===== src/rtl/eq_indirect_pkg.sv =====
package eq_indirect_pkg;
  localparam logic [7:0] ADDR_CHAN = 8'h18;
  localparam logic [7:0] ADDR_CSR  = 8'h1A;
  localparam logic [7:0] ADDR_OFS  = 8'h1B;
  localparam logic [7:0] ADDR_DATA = 8'h1C;
  localparam int CSR_GO_BIT   = 0;
  localparam int CSR_BUSY_BIT = 8;

  typedef enum logic [1:0] {TGT_NONE, TGT_CTRL, TGT_TAP1} tgt_e;

  // Which per-channel register a committed command lands in.
  function automatic tgt_e decode_target(input logic [31:0] chan,
                                         input logic [31:0] ofs,
                                         input int nch);
    if (chan >= 32'(nch)) return TGT_NONE;
    if (ofs == 32'd0)     return TGT_CTRL;
    if (ofs == 32'd1)     return TGT_TAP1;
    return TGT_NONE;
  endfunction
endpackage


===== src/rtl/eq_host_regs.sv =====
module eq_host_regs
  import eq_indirect_pkg::*;
#(
  parameter int ADDR_W = 8,
  parameter int DW     = 32,
  parameter int CH_W   = 8,
  parameter int OFS_W  = 8,
  parameter int DATA_W = 8
) (
  input  logic              clk,
  input  logic              rst_n,
  input  logic [ADDR_W-1:0] host_addr,
  input  logic              host_wr,
  input  logic [DW-1:0]     host_wdata,
  input  logic              busy,
  output logic [DW-1:0]     host_rdata,
  output logic [CH_W-1:0]   chan_q,
  output logic [OFS_W-1:0]  ofs_q,
  output logic [DATA_W-1:0] data_q,
  output logic              go_req
);
  logic wr_ok;
  assign wr_ok  = host_wr && !busy;
  assign go_req = host_wr && (host_addr == ADDR_W'(ADDR_CSR)) && host_wdata[CSR_GO_BIT];

  wire unused_wdata_bits = ^host_wdata[DW-1:DATA_W];

  always_ff @(posedge clk or negedge rst_n) begin
    if (!rst_n) begin
      chan_q <= '0;
      ofs_q  <= '0;
      data_q <= '0;
    end else if (wr_ok) begin
      if (host_addr == ADDR_W'(ADDR_CHAN)) chan_q <= host_wdata[CH_W-1:0];
      if (host_addr == ADDR_W'(ADDR_OFS))  ofs_q  <= host_wdata[OFS_W-1:0];
      if (host_addr == ADDR_W'(ADDR_DATA)) data_q <= host_wdata[DATA_W-1:0];
    end
  end

  always_comb begin
    host_rdata = '0;
    if (host_addr == ADDR_W'(ADDR_CHAN)) host_rdata = DW'(chan_q);
    if (host_addr == ADDR_W'(ADDR_OFS))  host_rdata = DW'(ofs_q);
    if (host_addr == ADDR_W'(ADDR_DATA)) host_rdata = DW'(data_q);
    if (host_addr == ADDR_W'(ADDR_CSR))  host_rdata[CSR_BUSY_BIT] = busy;
  end
endmodule


===== src/rtl/eq_cmd_seq.sv =====
module eq_cmd_seq #(
  parameter int BUSY_CYC = 4
) (
  input  logic clk,
  input  logic rst_n,
  input  logic go_req,
  output logic busy,
  output logic cmd_accept,
  output logic commit_pulse
);
  localparam int CNT_W = $clog2(BUSY_CYC + 1);
  logic [CNT_W-1:0] cnt_q;

  assign busy         = (cnt_q != '0);
  assign cmd_accept   = go_req && !busy;
  assign commit_pulse = (cnt_q == CNT_W'(1));

  always_ff @(posedge clk or negedge rst_n) begin
    if (!rst_n)          cnt_q <= '0;
    else if (cmd_accept) cnt_q <= CNT_W'(BUSY_CYC);
    else if (busy)       cnt_q <= cnt_q - CNT_W'(1);
  end
endmodule


===== src/rtl/eq_chan_bank.sv =====
module eq_chan_bank
  import eq_indirect_pkg::*;
#(
  parameter int NCH    = 4,
  parameter int CH_W   = 8,
  parameter int CTRL_W = 2,
  parameter int TAP_W  = 3
) (
  input  logic              clk,
  input  logic              rst_n,
  input  logic              commit_valid,
  input  tgt_e              tgt,
  input  logic [CH_W-1:0]   chan,
  input  logic [CTRL_W-1:0] ctrl_val,
  input  logic [TAP_W-1:0]  tap_val,
  output logic [NCH*CTRL_W-1:0] ch_ctrl,
  output logic [NCH*TAP_W-1:0]  ch_tap1
);
  for (genvar i = 0; i < NCH; i++) begin : g_ch
    logic sel;
    assign sel = commit_valid && (chan == CH_W'(i));
    always_ff @(posedge clk or negedge rst_n) begin
      if (!rst_n) begin
        ch_ctrl[i*CTRL_W +: CTRL_W] <= '0;
        ch_tap1[i*TAP_W +: TAP_W]   <= '0;
      end else if (sel) begin
        if (tgt == TGT_CTRL) ch_ctrl[i*CTRL_W +: CTRL_W] <= ctrl_val;
        if (tgt == TGT_TAP1) ch_tap1[i*TAP_W +: TAP_W]   <= tap_val;
      end
    end
  end
endmodule


===== src/rtl/eq_indirect_ctrl.sv =====
module eq_indirect_ctrl
  import eq_indirect_pkg::*;
#(
  parameter int ADDR_W   = 8,
  parameter int DW       = 32,
  parameter int NCH      = 4,
  parameter int CH_W     = 8,
  parameter int OFS_W    = 8,
  parameter int DATA_W   = 8,
  parameter int CTRL_W   = 2,
  parameter int TAP_W    = 3,
  parameter int BUSY_CYC = 4
) (
  input  logic                  clk,
  input  logic                  rst_n,
  input  logic [ADDR_W-1:0]     host_addr,
  input  logic                  host_wr,
  input  logic [DW-1:0]         host_wdata,
  output logic [DW-1:0]         host_rdata,
  output logic [NCH*CTRL_W-1:0] ch_ctrl,
  output logic [NCH*TAP_W-1:0]  ch_tap1
);
  logic [CH_W-1:0]   chan_q;
  logic [OFS_W-1:0]  ofs_q;
  logic [DATA_W-1:0] data_q;
  logic go_req, busy, cmd_accept, commit_pulse, commit_valid;
  tgt_e tgt;

  assign tgt          = decode_target(32'(chan_q), 32'(ofs_q), NCH);
  assign commit_valid = commit_pulse && (tgt != TGT_NONE);

  eq_host_regs #(.ADDR_W(ADDR_W), .DW(DW), .CH_W(CH_W), .OFS_W(OFS_W), .DATA_W(DATA_W)) regs_i (
    .clk(clk), .rst_n(rst_n), .host_addr(host_addr), .host_wr(host_wr),
    .host_wdata(host_wdata), .busy(busy), .host_rdata(host_rdata),
    .chan_q(chan_q), .ofs_q(ofs_q), .data_q(data_q), .go_req(go_req)
  );

  eq_cmd_seq #(.BUSY_CYC(BUSY_CYC)) seq_i (
    .clk(clk), .rst_n(rst_n), .go_req(go_req), .busy(busy),
    .cmd_accept(cmd_accept), .commit_pulse(commit_pulse)
  );

  eq_chan_bank #(.NCH(NCH), .CH_W(CH_W), .CTRL_W(CTRL_W), .TAP_W(TAP_W)) bank_i (
    .clk(clk), .rst_n(rst_n), .commit_valid(commit_valid), .tgt(tgt), .chan(chan_q),
    .ctrl_val(data_q[CTRL_W-1:0]), .tap_val(data_q[TAP_W-1:0]),
    .ch_ctrl(ch_ctrl), .ch_tap1(ch_tap1)
  );
endmodule


===== config.mk =====
export PLATFORM = sky130hd
export DESIGN_NAME = eq_indirect_ctrl
export DESIGN_NICKNAME = d
export VERILOG_FILES = /design/src/rtl/eq_indirect_pkg.sv /design/src/rtl/eq_host_regs.sv /design/src/rtl/eq_cmd_seq.sv /design/src/rtl/eq_chan_bank.sv /design/src/rtl/eq_indirect_ctrl.sv
export SDC_FILE = /design/constraint.sdc
export NUM_CORES = 1
export LEC_CHECK = 0
export BUFFER_PORTS_ARGS = -buffer_cell sky130_fd_sc_hd__buf_2
export CORE_ASPECT_RATIO = 1.75
export CORE_UTILIZATION = 50
export CTS_BUF_LIST = sky130_fd_sc_hd__clkbuf_8
export DETAILED_ROUTE_END_ITERATION = 8
export PLACE_DENSITY = 0.83
export REMOVE_ABC_BUFFERS = 1
export SYNTH_ARGS = -nofsm -noshare
export SYNTH_HDL_FRONTEND = slang
export SYNTH_SLANG_ARGS = --single-unit

===== constraint.sdc =====
create_clock -name clk -period 2 [get_ports clk]
set_input_delay 0.3 -clock clk [delete_from_list [all_inputs] [get_ports clk]]
set_output_delay 0.3 -clock clk [all_outputs]
set_load 0.05 [all_outputs]

==> metrics <==
Core Region=about 0.0047 mm²; maximum number of pins on one net before global-route repair=between 40 and 50; post-DP HPWL=3466 µm; Synth top area share=just under 50%; Die X=between 50 and 60 µm; FMAX=521.7 MHz; Filler Cells Inserted=roughly 400; Startpoint Class=register; IO Port Bufs=between 40 and 50; DR iter-0 viols=22; Min-Delay Path Class=in2async; pin slew with the least headroom to its limit=just under 600 ps; gr ovfl total=0; vias per cell=5.348; ratio of final minimum period to clock period=95.84%; kind of critical path=reg2out; # diodes=0; number of clock sinks=47; # setup viols final=0; GP Congestion=between 0.7 and 0.8; Synth Instances=between 150 and 200; clock root cell=clkbuf_8; Post-synth EDFFs=0; worst path cell trace=inv_1, ha_1, nor2b_1, buf_4, nor3_4, buf_6; Top Family by Delay on Critical Path=buffers and inverters; Most Used Layer, Global Route=met2; Nets=about 290; leakage power=approximately 1.5 nW; vias in the first global route=1,592; Slew headroom=about three fifths; Post-Syn Area=0.002432 mm²; drt drc=0; area delta synth->final=15.02%; clock tree buffer depth=2; CP max stage cell=dfrtp_1; Arr. time, crit path=~1600 ps; Reg clk slew, reported paths=roughly 80 ps; CTS Buf Count=5; synth top area cells=dfrtp_1 48%, mux2_2 17%, buf_4 7.4%; Hold Violations, Final=0; max-cap viol count=0; synthesis warning total=0; TritonCTS clock tree=done; DR WL/cell=about 16 µm; initial antenna violation count=0; unrepaired setup endpoints after global routing=true; worst-path fanout max=6; #FFs+latches synth=47; sum of buffers and inverters on the critical path=3; Unique masters post-synth=35; wire length of the first global-routing pass=around 7600 µm; Final Worst Setup Slack=~83 ps; total power per unit cell area=between 700 and 800 mW/mm²; share of layout cells above drive strength 1=52.05%; Vias=1,583; met3 usage=approximately 4.0%; CP endpoint kind=primary output; top_reg_cell synth=dfrtp_1; GR Util met1=roughly 24%; antenna viol nets, final=0; VDD IR max=between 600 and 700 µV; critical path depth in cells=6; dpl ws=roughly 47 ps; register area share after synthesis=about half; H-tree level count=2; slowest stage delay, CP=380 ps; worst-skew pair later-pin latency=about 300 ps; multi-input combinational cell area=0.001121 mm²; met2 global-route usage=between 30 and 40%; Tmin final=~1900 ps; hold buffers post-CTS=0; CP Data Required Time=1700 ps; Worst Skew=roughly 4.5 ps; Seq. cell area=~0.0012 mm²; I/O pin count=between 90 and 100; Worst R2R Path Depth=6; asr flop ratio synth=100.0%; Final Max Tran Viols=0; die area=roughly 0.0052 mm²; chip height=roughly 94 µm; Total GRT Usage=between 20% and 30%; initial core utilization=between 50 and 60%; Routed WL=4594 µm; Synth area leader=dfrtp_1; num rows=33; drt first pass iters=4; total power=roughly 2.2 mW; status=finished, final reports clean; Synth Area per Inst=approximately 13 µm²
## cells by family (layout without fill, tap and decap cells)
| logic type | Yosys count | count (layout) | share of synthesized area [%] |
|---|---|---|---|
| mux | 44 | 44 | 21.61 |
| buf+inv | 34 | 69 | 9.671 |
| flops | 47 | 47 | 48.35 |
| compound gates | 19 | 19 | 6.224 |
| simple gates | 39 | 39 | 12.45 |
| fa+ha+maj | 3 | 3 | 1.543 |
| other cells | 1 | 23 | 0.1542 |
## area by class of cell
type / count / area share, %
Multi-Input combinational cell: 128 / 40.07
Tap cell: 52 / 2.326
Sequential cell: 47 / 42.04
Clock buffer: 7 / 3.444
Timing Repair Buffer: 58 / 11.58
Inverter: 3 / 0.4025
Clock inverter: 1 / 0.1342
## worst reg2reg max path: cells and delay by family, from the launching register on
family                     cells  cell delay, ps
and+or+nand+nor                3             750
DFF                            1             390
buffers and inverters          1             100
muxes                          1             360
adders and majority gates      1             190
## power by group
group          leakage [nW]  switching (mW)  internal [mW]
Clock                0.0557           0.300          0.311
Sequential            0.650          0.0516           1.00
Combinational         0.791           0.304          0.189
## timing repair
| item | in CTS | in global routing |
|---|---|---|
| resized for setup | 1 | 4 |
| endpoints found under the setup margin | 1 | 11 |
| buffers inserted | 0 | 1 |
| pin swaps | 0 | 0 |
## state kept, by name, indices dropped and copies added (netlist names)
signal	count
bank_i.ch_tap1	12
bank_i.ch_ctrl	8
regs_i.data_q	8
regs_i.ofs_q	8
seq_i.cnt_q	3
regs_i.chan_q	8
## per-stage QoR
stage	instances	utilization (%)	hold WS, ps	TNS, ps	instance area (µm²)
global route	296	59.96	135.6	-50.72	2798
global placement	287	57.15	418.6	0	2666
finish	296	59.96	86.99	0	2798
CTS	295	59.35	107.3	0	2769
floorplan	178	-	4.409	-1973	2291
detailed placement	287	57.15	427.1	0	2666
## cell usage after synthesis, drive strengths merged (3+ instances only)
| library cell | number |
|---|---|
| nand2b | 3 |
| a22oi | 8 |
| nor4 | 4 |
| nand4 | 4 |
| nor2 | 8 |
| nand2 | 4 |
| buf | 30 |
| ha | 3 |
| mux2 | 44 |
| nor3 | 6 |
| dfrtp | 47 |
| and3 | 3 |
| o2bb2ai | 8 |
| inv | 3 |
## worst paths after layout
path | from | to | slack [ps]
max reg2reg | seq_i.cnt_q[1] | bank_i.ch_tap1[6] | 110
max in group asynchronous | rst_n | seq_i.cnt_q[1] | 1510
min reg2reg | bank_i.ch_tap1[8] | bank_i.ch_tap1[8] | 500
max | seq_i.cnt_q[0] | host_rdata[8] | 80
min in group clk | host_wdata[2] | regs_i.data_q[2] | 260
min | rst_n | bank_i.ch_tap1[8] | 90
## per-layer routing
| metal | part of all wire (%) | vias up |
|---|---|---|
| li1 | - | 738 |
| met1 | 39 | 782 |
| met2 | 56 | 57 |
| met3 | 4.4 | 6 |
| met4 | 1.2 | 0 |
| met5 | 0 | - |
## layout by cell type (no fill, tap or decap), drive strengths merged, types with 3 or more instances in the layout
cell type / Yosys / layout
nor2: 8 / 8
a22oi: 8 / 8
inv: 3 / 4
nand4: 4 / 4
conb: 1 / 23
dfrtp: 47 / 47
clkbuf: 1 / 7
nand2: 4 / 4
o2bb2ai: 8 / 8
nand2b: 3 / 3
mux2: 44 / 44
ha: 3 / 3
and3: 3 / 3
buf: 30 / 58
nor3: 6 / 6
nor4: 4 / 4
(Power assumes the default switching activity.)
